**config.mk**
```make
export PLATFORM = sky130hd
export DESIGN_NAME = core_rst_halt_ctrl
export DESIGN_NICKNAME = d
export VERILOG_FILES = /design/src/rtl/rhc_pkg.sv /design/src/rtl/rhc_sync.sv /design/src/rtl/rhc_por.sv /design/src/rtl/rhc_flags.sv /design/src/rtl/rhc_outlatch.sv /design/src/rtl/rhc_halt_io.sv /design/src/rtl/core_rst_halt_ctrl.sv
export SDC_FILE = /design/constraint.sdc
export NUM_CORES = 1
export LEC_CHECK = 0
export ABC_AREA = 0
export BUFFER_PORTS_ARGS = -buffer_cell sky130_fd_sc_hd__buf_2
export CAP_MARGIN = 20
export CORE_MARGIN = 2
export CORE_UTILIZATION = 45
export CTS_CLUSTER_SIZE = 28
export DETAILED_ROUTE_END_ITERATION = 12
export PLACE_DENSITY = 0.79
export SLEW_MARGIN = 15
export SYNTH_ARGS = -nofsm -noshare
export SYNTH_HDL_FRONTEND = slang
export SYNTH_HIERARCHICAL = 1
export SYNTH_SLANG_ARGS = --single-unit
export TNS_END_PERCENT = 100
```
**constraint.sdc**
```tcl
create_clock -name clk_i -period 2.3 [get_ports clk_i]
set_input_delay 0.115 -clock clk_i [delete_from_list [all_inputs] [get_ports clk_i]]
set_output_delay 0.115 -clock clk_i [all_outputs]
set_load 0.005 [all_outputs]
```
**src/rtl/rhc_pkg.sv**
```systemverilog
package rhc_pkg;
   localparam int FLAG_N = 7;
   // bit order: irq_a, irq_b, int_en, carry, ext_flag0, ext_flag1, tmr_flag
   localparam logic [FLAG_N-1:0] FLAG_RST = 7'b111_0000;
   localparam int PAGE_W = 5;
   localparam int ADDR_W = 6;
endpackage

```
**src/rtl/rhc_sync.sv**
```systemverilog
module rhc_sync #(
   parameter int STAGES = 2,
   parameter int W      = 1
) (
   input  logic         clk_i,
   input  logic [W-1:0] d_i,
   output logic [W-1:0] q_o
);
   generate
      if (STAGES < 2) begin : g_bad_stages
         $error("rhc_sync needs at least two stages");
      end
   endgenerate

   logic [STAGES-1:0][W-1:0] chain_q;

   always_ff @(posedge clk_i) begin
      chain_q[0] <= d_i;
      for (int s = 1; s < STAGES; s++) chain_q[s] <= chain_q[s-1];
   end

   assign q_o = chain_q[STAGES-1];
endmodule

```
**src/rtl/rhc_por.sv**
```systemverilog
module rhc_por #(
   parameter int POR_CYCLES = 64
) (
   input  logic clk_i,
   input  logic pg_i,
   output logic busy_o
);
   localparam int CNT_W = $clog2(POR_CYCLES + 1);
   localparam logic [CNT_W-1:0] CNT_END = CNT_W'(POR_CYCLES);

   generate
      if (POR_CYCLES < 1) begin : g_bad_por
         $error("rhc_por needs POR_CYCLES >= 1");
      end
   endgenerate

   logic [CNT_W-1:0] cnt_q;

   always_ff @(posedge clk_i) begin
      if (!pg_i)                cnt_q <= '0;
      else if (cnt_q != CNT_END) cnt_q <= cnt_q + 1'b1;
   end

   assign busy_o = (cnt_q != CNT_END);

   assert_rearm_R9: assert property (@(posedge clk_i) disable iff (pg_i)
      1'b1 |=> busy_o);
endmodule

```
**src/rtl/rhc_flags.sv**
```systemverilog
module rhc_flags #(
   parameter int            N       = 7,
   parameter logic [N-1:0]  RST_VAL = '0
) (
   input  logic         clk_i,
   input  logic         rst_i,
   input  logic         run_i,
   input  logic [N-1:0] set_i,
   input  logic [N-1:0] clr_i,
   output logic [N-1:0] flags_o
);
   generate
      if (N < 1) begin : g_bad_n
         $error("rhc_flags needs N >= 1");
      end
   endgenerate

   logic [N-1:0] flags_q;

   always_ff @(posedge clk_i) begin
      if (rst_i)      flags_q <= RST_VAL;
      else if (run_i) flags_q <= set_i | (flags_q & ~clr_i);
   end

   assign flags_o = flags_q;

   assert_set_wins_R5: assert property (@(posedge clk_i) disable iff (rst_i)
      run_i |=> ((flags_o & $past(set_i)) == $past(set_i)));
   assert_clear_only_R5: assert property (@(posedge clk_i) disable iff (rst_i)
      run_i |=> ((flags_o & $past(clr_i & ~set_i)) == '0));
   assert_flags_frozen_R6: assert property (@(posedge clk_i) disable iff (rst_i)
      !run_i |=> $stable(flags_o));
endmodule

```
**src/rtl/rhc_outlatch.sv**
```systemverilog
module rhc_outlatch #(
   parameter int D_N = 16,
   parameter int R_N = 7,
   parameter int R_W = 4
) (
   input  logic             clk_i,
   input  logic             rst_i,
   input  logic             run_i,
   input  logic [D_N-1:0]   d_set_i,
   input  logic [D_N-1:0]   d_clr_i,
   input  logic [R_N-1:0]   r_we_i,
   input  logic [R_W-1:0]   r_wdata_i,
   output logic [D_N-1:0]   d_o,
   output logic [R_N*R_W-1:0] r_o
);
   generate
      if (D_N < 1 || R_N < 1 || R_W < 1) begin : g_bad_dims
         $error("rhc_outlatch dimensions must be positive");
      end
   endgenerate

   logic [D_N-1:0] d_q;

   always_ff @(posedge clk_i) begin
      if (rst_i)      d_q <= '1;
      else if (run_i) d_q <= d_set_i | (d_q & ~d_clr_i);
   end
   assign d_o = d_q;

   generate
      for (genvar p = 0; p < R_N; p++) begin : g_port
         logic [R_W-1:0] port_q;
         always_ff @(posedge clk_i) begin
            if (rst_i)                  port_q <= '1;
            else if (run_i && r_we_i[p]) port_q <= r_wdata_i;
         end
         assign r_o[p*R_W +: R_W] = port_q;

         assert_port_write_R11: assert property (@(posedge clk_i) disable iff (rst_i)
            (run_i && r_we_i[p]) |=> (r_o[p*R_W +: R_W] == $past(r_wdata_i)));
      end
   endgenerate

   assert_latch_frozen_R6: assert property (@(posedge clk_i) disable iff (rst_i)
      !run_i |=> ($stable(d_o) && $stable(r_o)));
endmodule

```
**src/rtl/rhc_halt_io.sv**
```systemverilog
module rhc_halt_io #(
   parameter bit HALT_IO_LIVE = 1'b1
) (
   input  logic halted_i,
   output logic out_en_o,
   output logic pullup_en_o,
   output logic in_en_o
);
   logic io_live;
   assign io_live     = halted_i ? HALT_IO_LIVE : 1'b1;
   assign out_en_o    = io_live;
   assign pullup_en_o = io_live;
   assign in_en_o     = io_live;
endmodule

```
**src/rtl/core_rst_halt_ctrl.sv**
```systemverilog
module core_rst_halt_ctrl
   import rhc_pkg::*;
#(
   parameter int  SYNC_STAGES  = 2,
   parameter int  POR_CYCLES   = 64,
   parameter int  D_N          = 16,
   parameter int  R_N          = 7,
   parameter int  R_W          = 4,
   parameter bit  HALT_IO_LIVE = 1'b1,
   parameter logic [PAGE_W-1:0] START_PAGE = 5'd31,
   parameter logic [ADDR_W-1:0] START_ADDR = 6'h3F
) (
   input  logic                 clk_i,
   input  logic                 ext_reset_i,
   input  logic                 pwr_good_i,
   input  logic                 halt_n_i,
   input  logic [FLAG_N-1:0]    flag_set_i,
   input  logic [FLAG_N-1:0]    flag_clr_i,
   input  logic [D_N-1:0]       d_set_i,
   input  logic [D_N-1:0]       d_clr_i,
   input  logic [R_N-1:0]       r_we_i,
   input  logic [R_W-1:0]       r_wdata_i,
   output logic                 pc_load_o,
   output logic [PAGE_W-1:0]    pc_page_o,
   output logic [ADDR_W-1:0]    pc_addr_o,
   output logic                 core_ce_o,
   output logic [FLAG_N-1:0]    flags_o,
   output logic [D_N-1:0]       d_o,
   output logic [R_N*R_W-1:0]   r_o,
   output logic                 out_en_o,
   output logic                 pullup_en_o,
   output logic                 in_en_o
);
   logic [2:0] pins_s;
   logic       ext_rst_s, pg_s, halt_n_s;
   logic       por_busy, rst, halted, run;

   rhc_sync #(.STAGES(SYNC_STAGES), .W(3)) i_sync (
      .clk_i (clk_i),
      .d_i   ({ext_reset_i, pwr_good_i, halt_n_i}),
      .q_o   (pins_s)
   );
   assign {ext_rst_s, pg_s, halt_n_s} = pins_s;

   rhc_por #(.POR_CYCLES(POR_CYCLES)) i_por (
      .clk_i  (clk_i),
      .pg_i   (pg_s),
      .busy_o (por_busy)
   );

   assign rst    = ext_rst_s | por_busy;
   assign halted = ~halt_n_s;
   assign run    = ~halted;

   rhc_flags #(.N(FLAG_N), .RST_VAL(FLAG_RST)) i_flags (
      .clk_i   (clk_i),
      .rst_i   (rst),
      .run_i   (run),
      .set_i   (flag_set_i),
      .clr_i   (flag_clr_i),
      .flags_o (flags_o)
   );

   rhc_outlatch #(.D_N(D_N), .R_N(R_N), .R_W(R_W)) i_latch (
      .clk_i     (clk_i),
      .rst_i     (rst),
      .run_i     (run),
      .d_set_i   (d_set_i),
      .d_clr_i   (d_clr_i),
      .r_we_i    (r_we_i),
      .r_wdata_i (r_wdata_i),
      .d_o       (d_o),
      .r_o       (r_o)
   );

   rhc_halt_io #(.HALT_IO_LIVE(HALT_IO_LIVE)) i_hio (
      .halted_i    (halted),
      .out_en_o    (out_en_o),
      .pullup_en_o (pullup_en_o),
      .in_en_o     (in_en_o)
   );

   assign pc_load_o = rst;
   assign pc_page_o = START_PAGE;
   assign pc_addr_o = START_ADDR;
   assign core_ce_o = ~rst & run;
endmodule

```
# ---- After elaboration in Yosys (flattened, before gate mapping)
# Index checks and enable logic that the tools add are counted.
dict set report word_totals {
  ff_bits 64
  latchBits 0
  mem_bits_rw 0
  romBits 0
  inputBits 61
  output_inout_bits 67
  word_cells 30
  memories 0
}
dict set report op_classes {
  addsub 1
  multipliers 0
  div_mod_pow 0
  magnitude_cmp 0
  eq_ne 1
  shifts 0
  muxes 0
  n_bitwise 9
  n_reduce_logical 7
}
# cell count
set ops {}
lappend ops {{$and 16x16->16} 1}
lappend ops {{$not 16->16} 1}
lappend ops {{$or 16x16->16} 1}
lappend ops {{$add 7x1->7 const B} 1}
lappend ops {{$and 7x7->7} 1}
lappend ops {{$logic_and 1x1->1} 7}
lappend ops {{$ne 7x7->1 const B} 1}
lappend ops {{$not 7->7} 1}
lappend ops {{$or 7x7->7} 1}
lappend ops {{$and 1x1->1} 1}
lappend ops {{$not 1->1} 1}
lappend ops {{$or 1x1->1} 1}

# ---- Logic depth before layout (Yosys ltp)
# Gate-level depths: netlist of run 1.
dict set report logic_depth {
  ltp_word 4
  depth_mapped 10
  depth_no_buf 8
}

# ---- Hierarchy
# The synthesis of run 1 kept the hierarchy.
# module instances cells_each area_per_inst_um2 seq_area_each_um2
set by_module_without_submodules {}
lappend by_module_without_submodules {rhc_outlatch 1 158 1650.3 880.8}
lappend by_module_without_submodules {rhc_por 1 39 352.8 140.1}
lappend by_module_without_submodules {rhc_flags 1 26 267.8 140.1}
lappend by_module_without_submodules {rhc_sync 1 9 142.6 120.1}
lappend by_module_without_submodules {core_rst_halt_ctrl 1 15 103.8 0.0}
lappend by_module_without_submodules {rhc_halt_io 1 4 26.3 0.0}

# ---- Least setup slack after synthesis of run 1
# OpenSTA, ideal clock, no wires.
dict set report synth_timing {
  path_type {flip-flop to flip-flop}
  startpoint {register i_por.cnt_q[4]}
  endpoint {register i_latch.d_q[0] (netlist: i_latch/d_o[0])}
  setup_time_ps 122
  t_arrival_ps 1990
  required_ps 2178
  setup_slack_ps 188
  path_stages_with_launch 8
  n_path_buf 2
  period_less_slack_ps 2112
  cell_sequence {dfxtp_1 > or4b_4 > nor2_2 > inv_1 > or2_1 > buf_4 > buf_4 > a221o_1}
}
dict set report synth_via {
  elab_chain_cells 2
}
# item line_no
set synth_rtl {}
lappend synth_rtl {{start: declaration} rhc_por.sv:17} ;# logic [CNT_W-1:0] cnt_q;
lappend synth_rtl {{start signal: assignment} rhc_por.sv:21} ;# else if (cnt_q != CNT_END) cnt_q <= cnt_q + 1'b1;
lappend synth_rtl {{$ne 7x7->1} rhc_por.sv:24} ;# assign busy_o = (cnt_q != CNT_END);
lappend synth_rtl {{via por_busy} core_rst_halt_ctrl.sv:36} ;# logic por_busy, rst, halted, run;
lappend synth_rtl {{$or 1x1->1} core_rst_halt_ctrl.sv:51} ;# assign rst = ext_rst_s | por_busy;
lappend synth_rtl {{via pc_load_o} core_rst_halt_ctrl.sv:23} ;# output logic pc_load_o,
lappend synth_rtl {{end signal: assignment} rhc_outlatch.sv:26} ;# else if (run_i) d_q <= d_set_i | (d_q & ~d_clr_i);
lappend synth_rtl {{end: declaration} rhc_outlatch.sv:22} ;# logic [D_N-1:0] d_q;
# The timed path passes the listed nets, and every way through them passes these cells.
# A chain may end at the register's enable or synchronous reset.

# ---- Worst setup path in the final report of run 1
dict set report layout_timing {
  startpoint {register i_por.cnt_q[1]}
  endpoint {output port pc_load_o}
}
dict set report layout_via {
  elab_chain_cells 2
}
# item line_no
set layout_rtl {}
lappend layout_rtl {{$ne 7x7->1} rhc_por.sv:24}
lappend layout_rtl {{via por_busy} core_rst_halt_ctrl.sv:36}
lappend layout_rtl {{$or 1x1->1} core_rst_halt_ctrl.sv:51}
lappend layout_rtl {{end: declaration} core_rst_halt_ctrl.sv:23}
# The timed path passes the listed nets, and every way through them passes these cells.

==> results of run 1 <==
## placed cells by master, fill, tap and decap left out, types with 2 or more instances in the layout
cell type / instances
buf_12: 2
a31oi_1: 28
nand2_1: 27
xor2_1: 2
clkinvlp_4: 2
dlygate4sd3_1: 5
dfxtp_2: 2
bufinv_16: 2
conb_1: 14
a221o_1: 19
a21oi_1: 5
dfxtp_1: 62
buf_2: 113
nor2_4: 5
a211oi_2: 3
clkbuf_8: 12
nand3_1: 3
a211oi_1: 25
a21bo_1: 3
nor2_1: 3
inv_1: 3
ha_1: 2
## where the power goes
| group | internal [µW] | switching (µW) |
|---|---|---|
| registers | 1120 | 9.81 |
| logic | 62.0 | 79.1 |
| clock network | 699 | 419 |
## layer usage
layer | track usage [%] | wire length, µm | up-vias
met5 | 0 | 0 | -
met4 | 8.97 | 97 | 0
met3 | 3.52 | 408 | 8
met2 | 32.2 | 2920 | 98
met1 | 22.6 | 2640 | 1043
li1 | - | - | 1114
## stage by stage
step / setup TNS (ps) / total power, µW / hold WS, ps / worst slack [ps]
2_1_floorplan: 0 / 1250 / 143 / 188
3_3_place_gp: 0 / 1280 / 218 / 128
3_5_place_dp: 0 / 1280 / 219 / 55.5
4_1_cts: 0 / 2400 / 3.61 / 3.47
5_1_grt: -0.0906 / 2490 / 7.16 / -0.0906
6_report: 0 / 2390 / 21.6 / 120
## sequential cells by signal, indices dropped and copies added, names as in the netlist
signal,flops
i_sync/chain_q,3
i_sync/q_o,3
i_latch/g_port.port_q,28
i_por/cnt_q,7
i_latch/d_o,16
i_flags/flags_o,7
## final cells by class
| type | count | share of cell area (%) |
|---|---|---|
| tap | 72 | 2.69 |
| timing repair buffer | 122 | 20.1 |
| clock buffer | 12 | 4.92 |
| clock inverter | 4 | 2.24 |
| sequential | 64 | 38.3 |
| multi-input combinational | 155 | 31.4 |
| inverter | 3 | 0.336 |
## critical path: cells and delay by family (launching register included)
family	cells	cell delay [ps]
buffers and inverters	4	430
and+or+nand+nor	3	810
adders and majority gates	1	130
DFF	1	350
## worst paths after layout
kind                                     from                                       end  slack [ps]  depth (start not counted)
setup reg to reg  i_por/cnt_q[1]$_SDFFE_PN0P_  i_latch/g_port[4].port_q[3]$_SDFFE_PP1P_         200                          9
hold / removal                     d_set_i[0]               i_latch/d_o[0]$_SDFFE_PP1P_          20                          2
hold reg to reg     i_sync/chain_q[0]$_DFF_P_                     i_sync/q_o[0]$_DFF_P_         330                          0
setup / recovery  i_por/cnt_q[1]$_SDFFE_PN0P_                                 pc_load_o         120                          8
## repair_timing
item,4_1_cts,5_1_grt
hold buffers,5,0
hold endpoints to repair,5,0
setup endpoints to repair,0,29
gates resized for setup,0,10
==> metrics.md, run 1 <==
| Metric | Value |
|---|---|
| Die W | 79.1 µm |
| Routability Congestion | 0.867 |
| DR WL/cell | 14.0 µm |
| Fillers | 469 |
| Post-DRT Antenna Nets | 0 |
| Post-route DRC violation count | 0 |
| Maximum clock path buffer count | 2 |
| Clk root buf | clkbuf_8 |
| Total GRT Usage | 18.8% |
| Arr. time, crit path | 2070 ps |
| Mapped Area | 0.00254 mm² |
| Cell mode on critical path | inv_1 |
| I/O Buffers | 113 |
| Die Y | 79.1 µm |
| Drt total wl | 6060 µm |
| Vias in the first global route | 2026 |
| HPWL after DPL | 4100 µm |
| GRT Residual Overflow | 0 |
| Initial antenna violation count | 0 |
| CP Capture Type | output pin |
| Placed inst area | 0.00302 mm² |
| Pins over their slew limit | 0 |
| Worst setup SP type | register |
| Crit-path slowest cell | dfxtp_1 |
| CTS buffer count | 9 |
| Syn Inst Count | 250 |
| DR vias | 2263 |
| Mean Syn Cell Area | 10.2 µm² |
| Final setup fails | 0 |
| Post-route cell area | 0.00335 mm² |
| Min Tclk post-route | 2180 ps |
| Site row count | 27 |
| Total placed cells including tap cells | 411 |
| First-pass GRT wire length | 9240 µm |
| Crit Path Class | reg2out |
| Core Footprint | 0.00547 mm² |
| N_diodes | 0 |
| Skew final | 7.14 ps |
| Multi-input gate area | 0.00105 mm² |
| Slowest stage delay, CP | 350 ps |
| I/O pins | 128 |
| Clock Latency Late Sink | 330 ps |
| Iteration-0 DRC Markers | 91 |
| Layout area overhead | 32.1% |
| Max Clk Rate | 0.459 GHz |
| Final count of hold timing violations | 0 |
| Layout Cells excl Fill | 432 |
| Buffer count from post-CTS setup fixing | 0 |
| CTS tree | built |
| Hold WC Path Type | in2reg |
| Status | completed |
| Initial DRT Pass Iterations | 4 |
| Number of H-tree levels | 3 |
| Yosys warnings | 6 |
| Nets@finish | 418 |
| Final Util | 61.3% |
| Critical Path RT | 2180 ps |
| Largest net degree at the start of global routing | 70 |
| Sequential cell area | 0.00128 mm² |
| Static Leak | 0.00129 µW |
| CP Cell Sequence | inv_1 > ha_1 > or2b_2 > nor2_4 > inv_1 > or2_2 > buf_6 > buf_2 |
| Vias per cell | 5.24 |
| Power Density | 712 mW/mm² |
| Initial Util | 46.4% |
| Max-cap violations | 0 |
| Layout cells sized above 1 | 41.4% |
| Die area | 0.00626 mm² |
| Clk sink count | 64 |
| Worst Path Max Fanout | 19 |
| Peak VDD IR | 0.440 mV |
| Final worst path period share | 94.8% |
| Clk pin slew, worst setup/hold paths | 70 ps |
Note: power is estimated with default switching activity, not from simulation.
==> inputs of run 2 (changes only) <==
--- a/config.mk
+++ b/config.mk
@@ -9,13 +9,12 @@
 export BUFFER_PORTS_ARGS = -buffer_cell sky130_fd_sc_hd__buf_2
 export CAP_MARGIN = 20
 export CORE_MARGIN = 2
-export CORE_UTILIZATION = 45
+export CORE_UTILIZATION = 44
 export CTS_CLUSTER_SIZE = 28
 export DETAILED_ROUTE_END_ITERATION = 12
 export PLACE_DENSITY = 0.79
 export SLEW_MARGIN = 15
 export SYNTH_ARGS = -nofsm -noshare
 export SYNTH_HDL_FRONTEND = slang
-export SYNTH_HIERARCHICAL = 1
 export SYNTH_SLANG_ARGS = --single-unit
 export TNS_END_PERCENT = 100
==> constraint.sdc (replaced) <==
create_clock -name clk_i -period 2.5 [get_ports clk_i]
set_input_delay 0.125 -clock clk_i [delete_from_list [all_inputs] [get_ports clk_i]]
set_output_delay 0.125 -clock clk_i [all_outputs]
set_load 0.005 [all_outputs]
==> metrics.md, run 2 <==
| Metric | Value |
|---|---|
| CTS resizes | 0 |
| Status | completed |
| Iteration-0 DRC Markers | 155 |
| Critical Path RT | 2380 ps |
| Syn Inst Count | 269 |
| Crit Path Class | reg2out |
| I/O Buffers | 113 |
| Layout Cells excl Fill | 459 |
| DR vias | 2258 |
| Post-synth EDFFs | 0 |
| Largest net degree at the start of global routing | 47 |
| HPWL after DPL | 4200 µm |
| Routability Congestion | 0.824 |
| Register with the most flip-flops | i_latch.g_port.port_q |
| Worst R2R Start | i_por.cnt_q[2]$_SDFFE_PN0P_ |
| Unrepaired setup endpoints after global routing | false |
| Post-DRT Antenna Nets | 0 |
| Setup TNS Final | 0 ps |
| GRT Residual Overflow | 0 |
| Synth unique cells | 24 |
| Number of H-tree levels | 3 |
| Maximum clock path buffer count | 2 |
| Post-route cell area | 0.00319 mm² |
| Clk root buf | clkbuf_8 |
| Layout area overhead | 32.6% |
| Total placed cells including tap cells | 440 |
| Pins over their slew limit | 0 |
| Most common cell after layout, fill and taps aside | buf_2 |
| Buffer count from post-CTS setup fixing | 0 |
| Vias in the first global route | 2096 |
| Hold Path Depth | 2 |
| Hold WC Path Type | in2reg |
| Layout cells sized above 1 | 34.2% |
| Skew final | 6.22 ps |
| Synth area leaders | dfxtp_1, nand3_1, nand2_1 |
| Reg2reg setup slack | 780 ps |
| Arr. time, crit path | 2010 ps |
| Initial antenna violation count | 0 |
| Max Clk Rate | 0.469 GHz |
| N_diodes | 0 |
| Hold worst-path end | i_flags.flags_o[6]$_SDFFE_PP1P_ |
| I/O pins | 128 |
| Clock Latency Late Sink | 330 ps |
| Post-route DRC violation count | 0 |
| Site row count | 26 |
| Power Density | 629 mW/mm² |
| Initial DRT Pass Iterations | 5 |
| Vias per cell | 4.92 |
| Pwr Total | 2010 µW |
| Final worst path period share | 85.2% |
| Max-cap violations | 0 |
| Post-synth top cells | dfxtp_1, nand2_1, nand3_1 |
| Synth async-reset ratio | 0% |
| CTS tree | built |
| Primary FF master, synth | dfxtp_1 |
| Fillers | 475 |
| Mean Syn Cell Area | 8.95 µm² |
| Yosys warnings | 0 |
| Die W | 78.0 µm |
| Final count of hold timing violations | 0 |
| Static Leak | 0.00144 µW |
| Worst setup SP type | register |
| Peak VDD IR | 0.319 mV |
| Mapped Area | 0.00241 mm² |
| Min Tclk post-route | 2130 ps |
| Area leader, netlist | dfxtp_1 |
| Placed inst area | 0.00298 mm² |
| Core Footprint | 0.00520 mm² |
| Final setup fails | 0 |
| Die area | 0.00608 mm² |
| Worst Path Max Fanout | 29 |
| First-pass GRT wire length | 9790 µm |
| Clk pin slew, worst setup/hold paths | 70 ps |
| Register area share after synthesis | 53.2% |
| CP Capture Type | output pin |
| Number of hold buffers added after cts | 3 |
| Clk sink count | 64 |
| DR WL/cell | 12.8 µm |
| Initial Util | 46.3% |
| FF-to-FF End | i_latch.d_o[0]$_SDFFE_PP1P_ |
| Drt total wl | 5890 µm |
| Total GRT Usage | 20.3% |
| Reg2Reg Depth | 4 |
| Max reg flops | 28 |
| Commonest non-fill, non-tap cells in the layout | buf_2, nand2_1, dfxtp_1, nand3_1, a221o_1 |
| Nets@finish | 447 |
| Die Y | 78.0 µm |
| Synthesized flop and latch total | 64 |
| Final hold slack | 20.9 ps |
| Yosys top cell area share | 53.2% |
| CTS buffer count | 9 |
| HP Start | flag_set_i[6] |
## run 2: cells by family after synthesis
| logic type | after synthesis | share of synthesized area [%] |
|---|---|---|
| and+or+nand+nor | 140 | 26.5 |
| adders and majority gates | 2 | 1.04 |
| muxes | 3 | 1.25 |
| AOI/OAI and AO/OA | 25 | 9.56 |
| other | 1 | 0.156 |
| buffers and inverters | 31 | 7.22 |
| xor gates and xnor gates | 3 | 1.09 |
| DFF | 64 | 53.2 |
## run 2: report_power, final
part           internal, µW  switching [µW]
registers              1030            12.2
clock network           457             371
logic                  64.5            77.0
total                  1550             460
## run 2: how the worst max path moves through the flow
stage / depth (start not counted) / slack [ps] / startpoint / endpoint
after floorplan: 5 / 850 / i_por.cnt_q[2]$_SDFFE_PN0P_ / i_latch.d_o[10]$_SDFFE_PP1P_
after global placement: 5 / 750 / i_por.cnt_q[2]$_SDFFE_PN0P_ / core_ce_o
after detailed placement: 5 / 730 / i_por.cnt_q[2]$_SDFFE_PN0P_ / core_ce_o
after CTS: 5 / 360 / i_por.cnt_q[2]$_SDFFE_PN0P_ / core_ce_o
after global routing: 5 / 260 / i_por.cnt_q[2]$_SDFFE_PN0P_ / core_ce_o
final: 5 / 370 / i_por.cnt_q[2]$_SDFFE_PN0P_ / core_ce_o
## run 2: worst max-delay path: stages (launching register included)
cell     delay (ps)
dfxtp_1         350
or4b_4          590
nor3_4          150
buf_4           320
and2_1          160
buf_2           100
## run 2: layout make-up
class / instances / area (µm²) / area share, %
clock buffers: 12 / 135 / 4.23
clock inverters: 4 / 45.0 / 1.41
inverters: 3 / 11.3 / 0.353
multi-input cells: 187 / 1000 / 31.3
flip-flops and latches: 64 / 1280 / 40.2
well taps: 70 / 87.6 / 2.74
repair buffers: 119 / 631 / 19.7
## run 2: layer usage
layer / part of all wire [%] / track usage [%] / up-vias
met1: 41 / 24.8 / 1030
li1: - / - / 1136
met3: 5.8 / 4.30 / 11
met2: 51 / 34.0 / 81
met4: 2.1 / 9.82 / 0
met5: 0 / 0 / -
## run 2: metrics by stage
stage | worst slack [ps] | util (%)
global route | 256 | 61.3
global placement | 753 | 57.3
detailed placement | 727 | 57.3
finish | 370 | 61.3
floorplan | 851 | -
CTS | 365 | 61.3
==> inputs of run 3 (changes only) <==
==> constraint.sdc (replaced) <==
create_clock -name clk_i -period 2.4 [get_ports clk_i]
set_input_delay 0.12 -clock clk_i [delete_from_list [all_inputs] [get_ports clk_i]]
set_output_delay 0.12 -clock clk_i [all_outputs]
set_load 0.005 [all_outputs]
==> metrics.md, run 3 (synthesis gave the netlist of run 2 again) <==
| Metric | Value |
|---|---|
| Number of hold buffers added after cts | 3 |
| Sequential share of power | 46.4% |
| Hold WC Path Type | in2reg |
| Most common cell after layout, fill and taps aside | buf_2 |
| Vias per cell | 4.95 |
| Crit-path slowest cell | or4b_4 |
| Comb pwr share | 6.3% |
| Final worst path period share | 88.0% |
| Iteration-0 DRC Markers | 124 |
| Final hold slack | 16.4 ps |
| HPWL after DPL | 4150 µm |
| Buffer count from post-CTS setup fixing | 0 |
| DR WL/cell | 12.7 µm |
| Core Footprint | 0.00520 mm² |
| Sw frac | 20.6% |
| Critical Path RT | 2280 ps |
| Number of H-tree levels | 3 |
| Layout area overhead | 35.8% |
| CTS tree | built |
| Min Tclk post-route | 2110 ps |
| Met3 Use GR | 5.12% |
| Post-DRT Antenna Nets | 0 |
| Pint | 1860 µW |
| I/O Buffers | 113 |
| Clock group share of total power | 47.3% |
| GRT Residual Overflow | 0 |
| Post-route DRC violation count | 0 |
| N_diodes | 0 |
| Final setup fails | 0 |
| Clk sink count | 64 |
| Static Leak | 0.00147 µW |
| CTS resizes | 0 |
| Final Util | 62.8% |
| DR vias | 2275 |
| Critical path buffers and inverters | 2 |
| Vias in the first global route | 2030 |
| Die W | 78.0 µm |
| Status | completed |
| Clock Latency Late Sink | 330 ps |
| Least-Margin Pin Slew | 530 ps |
| CP Cell Sequence | or4b_4 > nor3_4 > buf_4 > and2_1 > buf_2 |
| Drt total wl | 5830 µm |
| Worst setup path startpoint | i_por.cnt_q[2]$_SDFFE_PN0P_ |
| Crit Path Class | reg2out |
| Fillers | 466 |
| I/O pins | 128 |
| Pins over their slew limit | 0 |
| CP Capture Type | output pin |
| Fin worst setup slack | 288 ps |
| Arr. time, crit path | 1990 ps |
| Peak VDD IR | 0.520 mV |
| Relative slew slack | 64.6% |
| Place WS | 638 ps |
| CTS buffer count | 9 |
| Register with the most flip-flops | i_latch.g_port.port_q |
| Final count of hold timing violations | 0 |
| Nets@finish | 448 |
| Worst setup SP type | register |
| Largest net degree at the start of global routing | 34 |
| Worst Path Max Fanout | 29 |
| Worst R2R Start | i_por.cnt_q[2]$_SDFFE_PN0P_ |
| Delay-heaviest family, CP | simple AND/OR/NAND/NOR gates |
| HP Start | d_set_i[5] |
| Initial DRT Pass Iterations | 5 |
| Total GRT Usage | 19.7% |
| GR Util met1 | 24.7% |
| GR met2 Demand/Resource | 31.4% |
| NetSw | 484 µW |
| Routability Congestion | 0.787 |
| Layout cells sized above 1 | 34.6% |
| Clk root buf | clkbuf_8 |
| Die area | 0.00608 mm² |
| Max Clk Rate | 0.473 GHz |
| First-pass GRT wire length | 9430 µm |
| Max-cap violations | 0 |
| Initial antenna violation count | 0 |
| Commonest non-fill, non-tap cells in the layout | buf_2, nand2_1, dfxtp_1, nand3_1, a221o_1 |
| Clk pin slew, worst setup/hold paths | 70 ps |
| Maximum clock path buffer count | 2 |
| Setup TNS Final | 0 ps |
| GRT busiest layer | met2 |
| Unrepaired setup endpoints after global routing | false |
| Max reg flops | 28 |
| Die Y | 78.0 µm |
| Initial Util | 46.3% |
| Slowest stage delay, CP | 590 ps |
| Site row count | 26 |
| Power Density | 717 mW/mm² |
| Skew final | 10.8 ps |
[run 3: area by class of cell]
type                    count  area [µm²]  area share [%]
clock inverters             5         104            3.18
flip-flops and latches     64        1280            39.2
repair buffers            120         641            19.6
inverters                   3        11.3           0.345
multi-input cells         187        1000            30.6
clock buffers              11         141            4.33
well taps                  70        87.6            2.68
[run 3: power groups by stage]
stage | clock network, µW | logic (µW) | registers, µW
6_report | 1110 | 147 | 1090
4_1_cts | 1130 | 146 | 1090
3_3_place_gp | 0 | 136 | 1110
3_5_place_dp | 0 | 140 | 1110
2_1_floorplan | 0 | 89.5 | 1100
5_1_grt | 1180 | 167 | 1090
[run 3: layer usage]
metal  vias up  share of wire, %
li1       1140                 -
met1      1042                43
met2        82                50
met3        11               5.0
met4         0               1.8
met5         -                 0
[run 3: worst reg2reg max path, cell delays in order, from the launching register on]
cell,delay [ps]
dfxtp_1,350
or4b_4,590
nor3_4,150
inv_2,200
a221o_1,320
[run 3: final timing paths]
| path | endpoint | slack (ps) | depth (start not counted) |
|---|---|---|---|
| max | core_ce_o | 290 | 5 |
| min | i_latch.d_o[5]$_SDFFE_PP1P_ | 20 | 2 |
| max reg2reg | i_latch.d_o[14]$_SDFFE_PP1P_ | 680 | 4 |
| min reg2reg | i_sync.q_o[1]$_DFF_P_ | 330 | 0 |
[run 3: per-stage QoR]
stage          total power (µW)  instances  area, µm²
6_report                   2340        460       3270
5_1_grt                    2440        460       3270
4_1_cts                    2370        459       3260
3_5_place_dp               1250        440       2980
3_3_place_gp               1250        440       2980
2_1_floorplan              1190        282       2460
